## src/rtl/irq_sel_pkg.sv

```systemverilog
package irq_sel_pkg;

  typedef enum logic [1:0] {
    PRIV_USER  = 2'd0,
    PRIV_SUPER = 2'd1,
    PRIV_RSVD  = 2'd2,
    PRIV_MACH  = 2'd3
  } priv_e;

  // Machine-targeted lines may fire below machine level, or in machine
  // level with the machine global enable set.
  function automatic logic mach_lines_open(input priv_e priv, input logic mie);
    return (priv < PRIV_MACH) || ((priv == PRIV_MACH) && mie);
  endfunction

  // Supervisor-targeted lines may fire below supervisor level, or in
  // supervisor level with the supervisor global enable set.
  function automatic logic super_lines_open(input priv_e priv, input logic sie);
    return (priv < PRIV_SUPER) || ((priv == PRIV_SUPER) && sie);
  endfunction

endpackage

```

## src/rtl/irq_gate.sv

```systemverilog
module irq_gate
  import irq_sel_pkg::*;
#(
  parameter int NUM_LINES = 16
) (
  input  logic [NUM_LINES-1:0] pend_i,
  input  logic [NUM_LINES-1:0] en_i,
  input  logic [NUM_LINES-1:0] deleg_i,
  input  priv_e                priv_i,
  input  logic                 mie_i,
  input  logic                 sie_i,
  output logic                 m_ok_o,
  output logic                 s_ok_o,
  output logic [NUM_LINES-1:0] final_o
);

  logic [NUM_LINES-1:0] cand;
  logic [NUM_LINES-1:0] m_part;
  logic [NUM_LINES-1:0] s_part;

  assign cand   = pend_i & en_i;
  assign m_ok_o = mach_lines_open(priv_i, mie_i);
  assign s_ok_o = super_lines_open(priv_i, sie_i);

  assign m_part  = cand & ~deleg_i & {NUM_LINES{m_ok_o}};
  assign s_part  = cand &  deleg_i & {NUM_LINES{s_ok_o}};
  assign final_o = m_part | s_part;

endmodule

```

## src/rtl/irq_first_set.sv

```systemverilog
module irq_first_set #(
  parameter int NUM_LINES = 16,
  parameter int GROUP     = 4,
  localparam int IW       = $clog2(NUM_LINES),
  localparam int GW       = $clog2(GROUP),
  localparam int NG       = (NUM_LINES + GROUP - 1) / GROUP,
  localparam int PADW     = NG * GROUP
) (
  input  logic [NUM_LINES-1:0] vec_i,
  output logic                 any_o,
  output logic [IW-1:0]        idx_o
);

  logic [PADW-1:0] padded;
  logic [NG-1:0]   grp_any;
  logic [GW-1:0]   grp_off [NG];

  function automatic logic [GW-1:0] first_in_group(input logic [GROUP-1:0] b);
    logic [GW-1:0] r;
    r = '0;
    for (int k = GROUP - 1; k >= 0; k--) begin
      if (b[k]) r = GW'(k);
    end
    return r;
  endfunction

  always_comb begin
    padded = '0;
    padded[NUM_LINES-1:0] = vec_i;
  end

  for (genvar g = 0; g < NG; g++) begin : g_grp
    assign grp_any[g] = |padded[g*GROUP +: GROUP];
    assign grp_off[g] = first_in_group(padded[g*GROUP +: GROUP]);
  end

  always_comb begin
    any_o = 1'b0;
    idx_o = '0;
    for (int g = NG - 1; g >= 0; g--) begin
      if (grp_any[g]) begin
        any_o = 1'b1;
        idx_o = IW'(g * GROUP) + IW'(grp_off[g]);
      end
    end
  end

  logic [NUM_LINES-1:0] below_mask;
  assign below_mask = (NUM_LINES'(1) << idx_o) - NUM_LINES'(1);

  // the reported bit is set and nothing below it is set
  always_comb begin
    if (any_o) begin
      assert_lowest_R5: assert (vec_i[idx_o] && ((vec_i & below_mask) == '0));
    end else begin
      assert_none_R6: assert (vec_i == '0);
    end
  end

endmodule

```

## src/rtl/irq_route_sel.sv

```systemverilog
module irq_route_sel
  import irq_sel_pkg::*;
#(
  parameter int NUM_LINES = 16,
  parameter int GROUP     = 4,
  localparam int IW       = $clog2(NUM_LINES)
) (
  input  logic                 clk,
  input  logic                 rst,
  input  logic [NUM_LINES-1:0] pend_i,
  input  logic [NUM_LINES-1:0] en_i,
  input  logic [NUM_LINES-1:0] deleg_i,
  input  logic [1:0]           priv_i,
  input  logic                 mie_i,
  input  logic                 sie_i,
  output logic                 irq_valid_o,
  output logic [IW-1:0]        irq_idx_o
);

  priv_e                priv;
  logic                 m_ok;
  logic                 s_ok;
  logic [NUM_LINES-1:0] final_set;
  logic                 sel_any;
  logic [IW-1:0]        sel_idx;

  assign priv = priv_e'(priv_i);

  irq_gate #(.NUM_LINES(NUM_LINES)) u_gate (
    .pend_i  (pend_i),
    .en_i    (en_i),
    .deleg_i (deleg_i),
    .priv_i  (priv),
    .mie_i   (mie_i),
    .sie_i   (sie_i),
    .m_ok_o  (m_ok),
    .s_ok_o  (s_ok),
    .final_o (final_set)
  );

  irq_first_set #(.NUM_LINES(NUM_LINES), .GROUP(GROUP)) u_pick (
    .vec_i (final_set),
    .any_o (sel_any),
    .idx_o (sel_idx)
  );

  always_ff @(posedge clk) begin
    if (rst) begin
      irq_valid_o <= 1'b0;
      irq_idx_o   <= '0;
    end else begin
      irq_valid_o <= sel_any;
      irq_idx_o   <= sel_any ? sel_idx : '0;
    end
  end

  assert_cand_subset_R2: assert property (@(posedge clk) disable iff (rst)
    (final_set & ~(pend_i & en_i)) == '0);

  assert_mach_gate_R3: assert property (@(posedge clk) disable iff (rst)
    (!m_ok || (priv_i == 2'd3 && !mie_i)) |-> ((final_set & ~deleg_i) == '0));

  assert_super_gate_R4: assert property (@(posedge clk) disable iff (rst)
    (!s_ok || priv_i[1] || (priv_i == 2'd1 && !sie_i)) |-> ((final_set & deleg_i) == '0));

  assert_empty_quiet_R6: assert property (@(posedge clk) disable iff (rst)
    !sel_any |=> (!irq_valid_o && irq_idx_o == '0));

  assert_reg_follow_R7: assert property (@(posedge clk) disable iff (rst)
    sel_any |=> (irq_valid_o && irq_idx_o == $past(sel_idx)));

endmodule

```

## config.mk

```make
export PLATFORM = sky130hd
export DESIGN_NAME = irq_route_sel
export DESIGN_NICKNAME = d
export VERILOG_FILES = /design/src/rtl/irq_sel_pkg.sv /design/src/rtl/irq_gate.sv /design/src/rtl/irq_first_set.sv /design/src/rtl/irq_route_sel.sv
export SDC_FILE = /design/constraint.sdc
export NUM_CORES = 1
export LEC_CHECK = 0
export ABC_AREA = 0
export BUFFER_PORTS_ARGS = -buffer_cell sky130_fd_sc_hd__buf_2
export CORE_UTILIZATION = 39
export CTS_BUF_LIST = sky130_fd_sc_hd__clkbuf_8
export DETAILED_ROUTE_END_ITERATION = 12
export PLACE_DENSITY = 0.78
export SLEW_MARGIN = 0
export SYNTH_ARGS = -nofsm -noshare
export SYNTH_HDL_FRONTEND = slang
export SYNTH_SLANG_ARGS = --single-unit
export TNS_END_PERCENT = 100
```

## constraint.sdc

```tcl
create_clock -name clk -period 1.4 [get_ports clk]
set_clock_uncertainty 0.1 [all_clocks]
set_input_delay 0.07 -clock clk [delete_from_list [all_inputs] [get_ports clk]]
set_output_delay 0.07 -clock clk [all_outputs]
set_load 0.1 [all_outputs]
```

==> out/results.txt, run 1 <==
Post-Synth Adder-Cell Area: 0
layout cells sized above 1: 0.448
Max Cap Viol: 0
fmax: 716 MHz
Power Total: 0.000963 W
Hold/Removal Path Class: in2reg
Final Instance Count excl. Fillers: 250
largest cells by area after synthesis: dfxtp_1, nand2_1, nand3_1, o21ai_0, nand3b_1
minimum clock period: 1.40 ns
syn_area_per_cell: 6.51 µm²
worst hold start: en_i[8]
WL final: 3.34 mm
register area share after synthesis: 0.112
TritonCTS clock tree: done
# port buffers: 58
CP max stage cell: o41ai_2
Yosys top cell by area: dfxtp_1
asr flop ratio synth: 0
placement-stage worst setup slack: -0.291 ns
Slew Limit Headroom: 0.678
Max Slew Vio Count: 0
Nets: 278
Post-Syn Nets: 191
vias: 1477
ys flop type: dfxtp_1
ANT cells: 0
largest family of logic cells by synthesized area: simple AND/OR/NAND/NOR gates
first-pass GRT wire length: 5.47 mm
Synth Cell Area: 892 µm²
number of H-tree levels: 1
post-synthesis mux area share: 0
WL/cell: 13.4 µm
Final setup viols: 0
first-pass detailed-route iteration total: 4
DP Wirelength: 2.77 mm
Root Driver: clkbuf_8
placed cells: 245
Cell Pwr Density: 655 nW/µm²
yosys warns: 0
final hold violation count: 0
Max stage delay on crit path: 0.35 ns
run status: finished, final reports clean
DRC: 0
Crit path max-delay family: compound AO/OA/AOI/OAI gates
First DRT Iteration DRCs: 79
post-synthesis simple-gate area fraction: 0.440
CTS sink count: 5
die area: 2480 µm²
top cell type's share of synthesized area: 0.112
Slew @ Worst Pin: 0.487 ns
CTS Buffer Depth: 2
crit path max fanout: 3
Area Overhead vs Synth: 64.8%
GP Congestion: 0.841
Yosys reg bits: 5
worst path bufs/invs: 1
Post-CTS Setup Repair Bufs: 0
Post-synth EDFFs: 0
height of the die: 49.8 µm
final instance area: 1470 µm²
global-route usage over all layers: 0.282
total CTS buffers: 3
initial cell density of the core: 0.433
largest net degree at the start of global routing: 10
Clock transition at path regs: 0.03 ns
initial antenna violation count: 0
CP Data Required Time: 1.42 ns
Overflow after GRT: 0
Synth Area in Compound Gates: 0.408
Cell variety after synth: 42
Util after Layout: 0.713
Syn Inst Count: 137
io pins: 59
Leak: 0.720 nW
Hold EP: irq_idx_o[0]
Crit Path Category: in2reg
worst-path cell chain: buf_2 -> nand3_1 -> a222oi_1 -> o21a_1 -> a221oi_1 -> o41ai_2 -> nor4bb_1
worst path arrival time: 1.42 ns
core area: 2060 µm²
# fillers: 179
critical path launch point type: input pin
Site Rows: 16
Die X: 49.8 µm
hold path cells: 4
DP Area: 1390 µm²
Synth Area in XOR/XNOR: 0
count of antenna-violating nets left after detailed routing: 0
maximum vdd drop: 0.620 mV
vias in the first global route: 1420
vias per cell: 5.91
post-route setup slack: 0.00261 ns
endpoint class of the critical path: register
period utilization: 0.998
## power breakdown
part	switching [W]	internal, W	total, W
Combinational	0.000315	0.000230	0.000546
Clock	0.0000684	0.000188	0.000256
Sequential	0.00000333	0.000158	0.000161
## registers in the layout, indices dropped and copies added, names as in the netlist
signal / flops
irq_idx_o: 4
irq_valid_o: 1
## timing repair
action / CTS / global route
gates resized for setup: 1 / 5
hold buffers: 1 / 0
endpoints found under the hold margin: 3 / 0
setup endpoints to repair: 1 / 4
pin swaps: 0 / 0
## per-stage QoR
step | hold slack, ns | setup TNS [ns]
global placement | 0.182 | -0.389
global route | 0.216 | -0.0116
detailed placement | 0.205 | -0.886
finish | 0.192 | 0
CTS | 0.197 | 0
floorplan | 0.0394 | 0
## routing by layer
layer / global-route usage / vias to the layer above / part of all wire
li1: - / 712 / -
met1: 0.293 / 648 / 0.37
met2: 0.536 / 101 / 0.52
met3: 0.0340 / 16 / 0.082
met4: 0.152 / 0 / 0.028
met5: 0 / - / 0
## layout by cell type, fill, tap and decap left out, types with 2 or more instances in the layout
cell type | netlist | layout
o22ai_1 | 5 | 5
clkbuf_8 | 0 | 3
nor2b_2 | 0 | 2
and3b_1 | 3 | 3
nand2_1 | 25 | 25
a22oi_1 | 3 | 3
nand4_1 | 5 | 5
a211oi_1 | 2 | 2
a21boi_0 | 2 | 2
o2111ai_1 | 4 | 4
o21a_1 | 2 | 2
nor2_1 | 7 | 7
buf_2 | 1 | 58
o21ai_0 | 12 | 12
a21oi_1 | 10 | 9
buf_4 | 1 | 27
dfxtp_1 | 5 | 5
nand3_1 | 14 | 14
inv_1 | 2 | 3
nand3b_1 | 8 | 8
## synth_stat cells, types with 3 or more instances
library cell  number
a22oi_1            3
a21oi_1           10
nor2_1             7
nand3_1           14
and3b_1            3
nor2b_1            3
o2111ai_1          4
dfxtp_1            5
o22ai_1            5
nand3b_1           8
o21ai_0           12
nand2_1           25
nand4_1            5
## layout make-up
class	count	area (µm²)	area share
Sequential cell	5	100	0.0681
Timing Repair Buffer	86	503	0.342
Clock inverter	1	3.75	0.00255
Inverter	2	7.51	0.00511
Clock buffer	3	41.3	0.0281
Multi-Input combinational cell	126	781	0.531
Tap cell	27	33.8	0.0230
## kinds of logic after synthesis
family / after synthesis
flops: 5
buf+inv: 6
compound gates: 53
simple gates: 73
## worst max path at each step
| stage | start | to | slack [ns] | cells past startpoint |
|---|---|---|---|---|
| 2_1_floorplan | priv_i[0] | irq_idx_o[0] | 0.07 | 8 |
| 3_3_place_gp | priv_i[0] | irq_idx_o[1] | -0.14 | 7 |
| 3_5_place_dp | priv_i[0] | irq_idx_o[1] | -0.29 | 7 |
| 4_1_cts | priv_i[0] | irq_idx_o[0] | 0.03 | 7 |
| 5_1_grt | priv_i[0] | irq_idx_o[0] | -0.01 | 8 |
| 6_report | deleg_i[15] | irq_idx_o[1] | 0.003 | 7 |
(Power assumes the default switching activity.)
==> run 2, diff against run 1 <==
CORE_UTILIZATION = 35   (was 39)
PLACE_DENSITY = 0.71   (was 0.78)
==> out/results.txt, run 2 (synthesized netlist as in run 1, its figures left out) <==
Site Rows: 17 (was 16)
crit path max fanout: 3 (unchanged)
CP max stage cell: o41ai_2 (unchanged)
die area: 2750 µm² (was 2480 µm²)
Clock transition at path regs: 0.04 ns (was 0.03 ns)
Area Overhead vs Synth: 91.4% (was 64.8%)
worst path arrival time: 1.43 ns (was 1.42 ns)
minimum clock period: 1.40 ns (about the same)
CTS sink count: 5 (unchanged)
run status: finished, final reports clean (unchanged)
Leak: 0.810 nW (was 0.720 nW)
layout cells sized above 1: 0.506 (was 0.448)
Slew Limit Headroom: 0.679 (was 0.678)
io pins: 59 (unchanged)
placement-stage worst setup slack: -0.299 ns (was -0.291 ns)
post-route setup slack: 0.00179 ns (was 0.00261 ns)
Nets: 288 (was 278)
First DRT Iteration DRCs: 47 (was 79)
CTS Buffer Depth: 2 (unchanged)
Cell Pwr Density: 620 nW/µm² (was 655 nW/µm²)
Largest regs: irq_idx_o (4), irq_valid_o (1) (unchanged)
critical path launch point type: input pin (unchanged)
most frequent cells in the layout: buf_2, buf_4, nand2_1 (unchanged)
maximum vdd drop: 0.666 mV (was 0.620 mV)
Slew @ Worst Pin: 0.485 ns (was 0.487 ns)
first-pass GRT wire length: 5.41 mm (was 5.47 mm)
Die X: 52.5 µm (was 49.8 µm)
worst path bufs/invs: 2 (was 1)
Overflow after GRT: 0 (unchanged)
WL/cell: 14.3 µm (was 13.4 µm)
Max Slew Vio Count: 0 (unchanged)
first-pass detailed-route iteration total: 4 (unchanged)
commonest non-fill, non-tap cell in the layout: buf_2 (unchanged)
Final Instance Count excl. Fillers: 261 (was 250)
Hold/Removal Path Class: in2reg (unchanged)
Max Cap Viol: 0 (unchanged)
Final setup viols: 0 (unchanged)
worst-path cell chain: buf_8 -> buf_4 -> nand3b_1 -> o21ai_0 -> o21ai_0 -> a221oi_2 -> o41ai_2 -> nor4bb_2 (was buf_2 -> nand3_1 -> a222oi_1 -> o21a_1 -> a221oi_1 -> o41ai_2 -> nor4bb_1)
Crit Path Category: in2reg (unchanged)
number of flip-flops in the largest register: 4 (unchanged)
initial cell density of the core: 0.388 (was 0.433)
vias: 1497 (was 1477)
GP Congestion: 0.957 (was 0.841)
height of the die: 52.5 µm (was 49.8 µm)
# port buffers: 58 (unchanged)
largest net degree at the start of global routing: 11 (was 10)
DRC: 0 (unchanged)
global-route usage over all layers: 0.256 (was 0.282)
Biggest register: irq_idx_o (unchanged)
DP Wirelength: 2.76 mm (was 2.77 mm)
placed cells: 249 (was 245)
CP Data Required Time: 1.43 ns (was 1.42 ns)
number of H-tree levels: 1 (unchanged)
initial antenna violation count: 0 (unchanged)
Root Driver: clkbuf_8 (unchanged)
WL final: 3.74 mm (was 3.34 mm)
period utilization: 0.999 (was 0.998)
final hold violation count: 0 (unchanged)
count of antenna-violating nets left after detailed routing: 0 (unchanged)
vias per cell: 5.74 (was 5.91)
ANT cells: 0 (unchanged)
Top cell by count, worst path: o21ai_0
RSZ-0062 raised after global routing: yes
vias in the first global route: 1331 (was 1420)
core area: 2300 µm² (was 2060 µm²)
total CTS buffers: 3 (unchanged)
Crit path max-delay family: compound AO/OA/AOI/OAI gates (unchanged)
TritonCTS clock tree: done (unchanged)
Max stage delay on crit path: 0.32 ns (was 0.35 ns)
WHS: 0.227 ns (was 0.192 ns)
fmax: 715 MHz (was 716 MHz)
endpoint class of the critical path: register (unchanged)
run 2: layout make-up:
| class | count | area, µm² |
|---|---|---|
| multi-input combinational | 126 | 866 |
| timing repair buffer | 96 | 654 |
| fill | 196 | 589 |
| sequential | 5 | 100 |
| clock buffer | 3 | 41.3 |
| tap | 28 | 35.0 |
| inverter | 2 | 7.51 |
| clock inverter | 1 | 3.75 |
run 2: stage by stage:
stage	setup TNS, ns	utilization	cell area, µm²	power (W)
6_report	0	0.743	1710	0.00106
5_1_grt	-0.108	0.743	1710	0.00112
4_1_cts	0	0.648	1490	0.000956
3_5_place_dp	-0.959	0.621	1430	0.000692
3_3_place_gp	-0.594	0.621	1430	0.000682
2_1_floorplan	0	-	892	0.000455
run 2: path summary, 6_finish.rpt:
| kind | startpoint | endpoint | depth (start not counted) |
|---|---|---|---|
| worst max-delay path | pend_i[12] | irq_idx_o[1] | 8 |
| worst min-delay path | en_i[8] | irq_idx_o[0] | 4 |
run 2: per-layer routing:
layer	GRT usage	share of wire	vias up
met4	0.0746	0.0078	0
met1	0.318	0.42	694
met5	0	0	-
met3	0.0348	0.072	4
li1	-	-	729
met2	0.449	0.50	70
run 2: tightest hold or removal path, delay by kind of cell:
| kind | cells | cell delay, ns |
|---|---|---|
| buffers and inverters | 1 | 0.10 |
| AOI/OAI and AO/OA | 2 | 0.21 |
| and+or+nand+nor | 1 | 0.11 |
run 2: timing repair:
action / CTS / global route
hold endpoints to repair: 3 / 0
buffers inserted: 0 / 7
pin swaps: 1 / 12
gates resized for setup: 1 / 36
setup endpoints to repair: 2 / 4
hold buffers: 1 / 0
run 2: power breakdown:
| group | switching [W] | internal (W) | total (W) |
|---|---|---|---|
| Combinational | 0.000349 | 0.000290 | 0.000639 |
| Sequential | 0.00000312 | 0.000158 | 0.000161 |
| Clock | 0.0000716 | 0.000188 | 0.000260 |
| Total | 0.000424 | 0.000635 | 0.00106 |
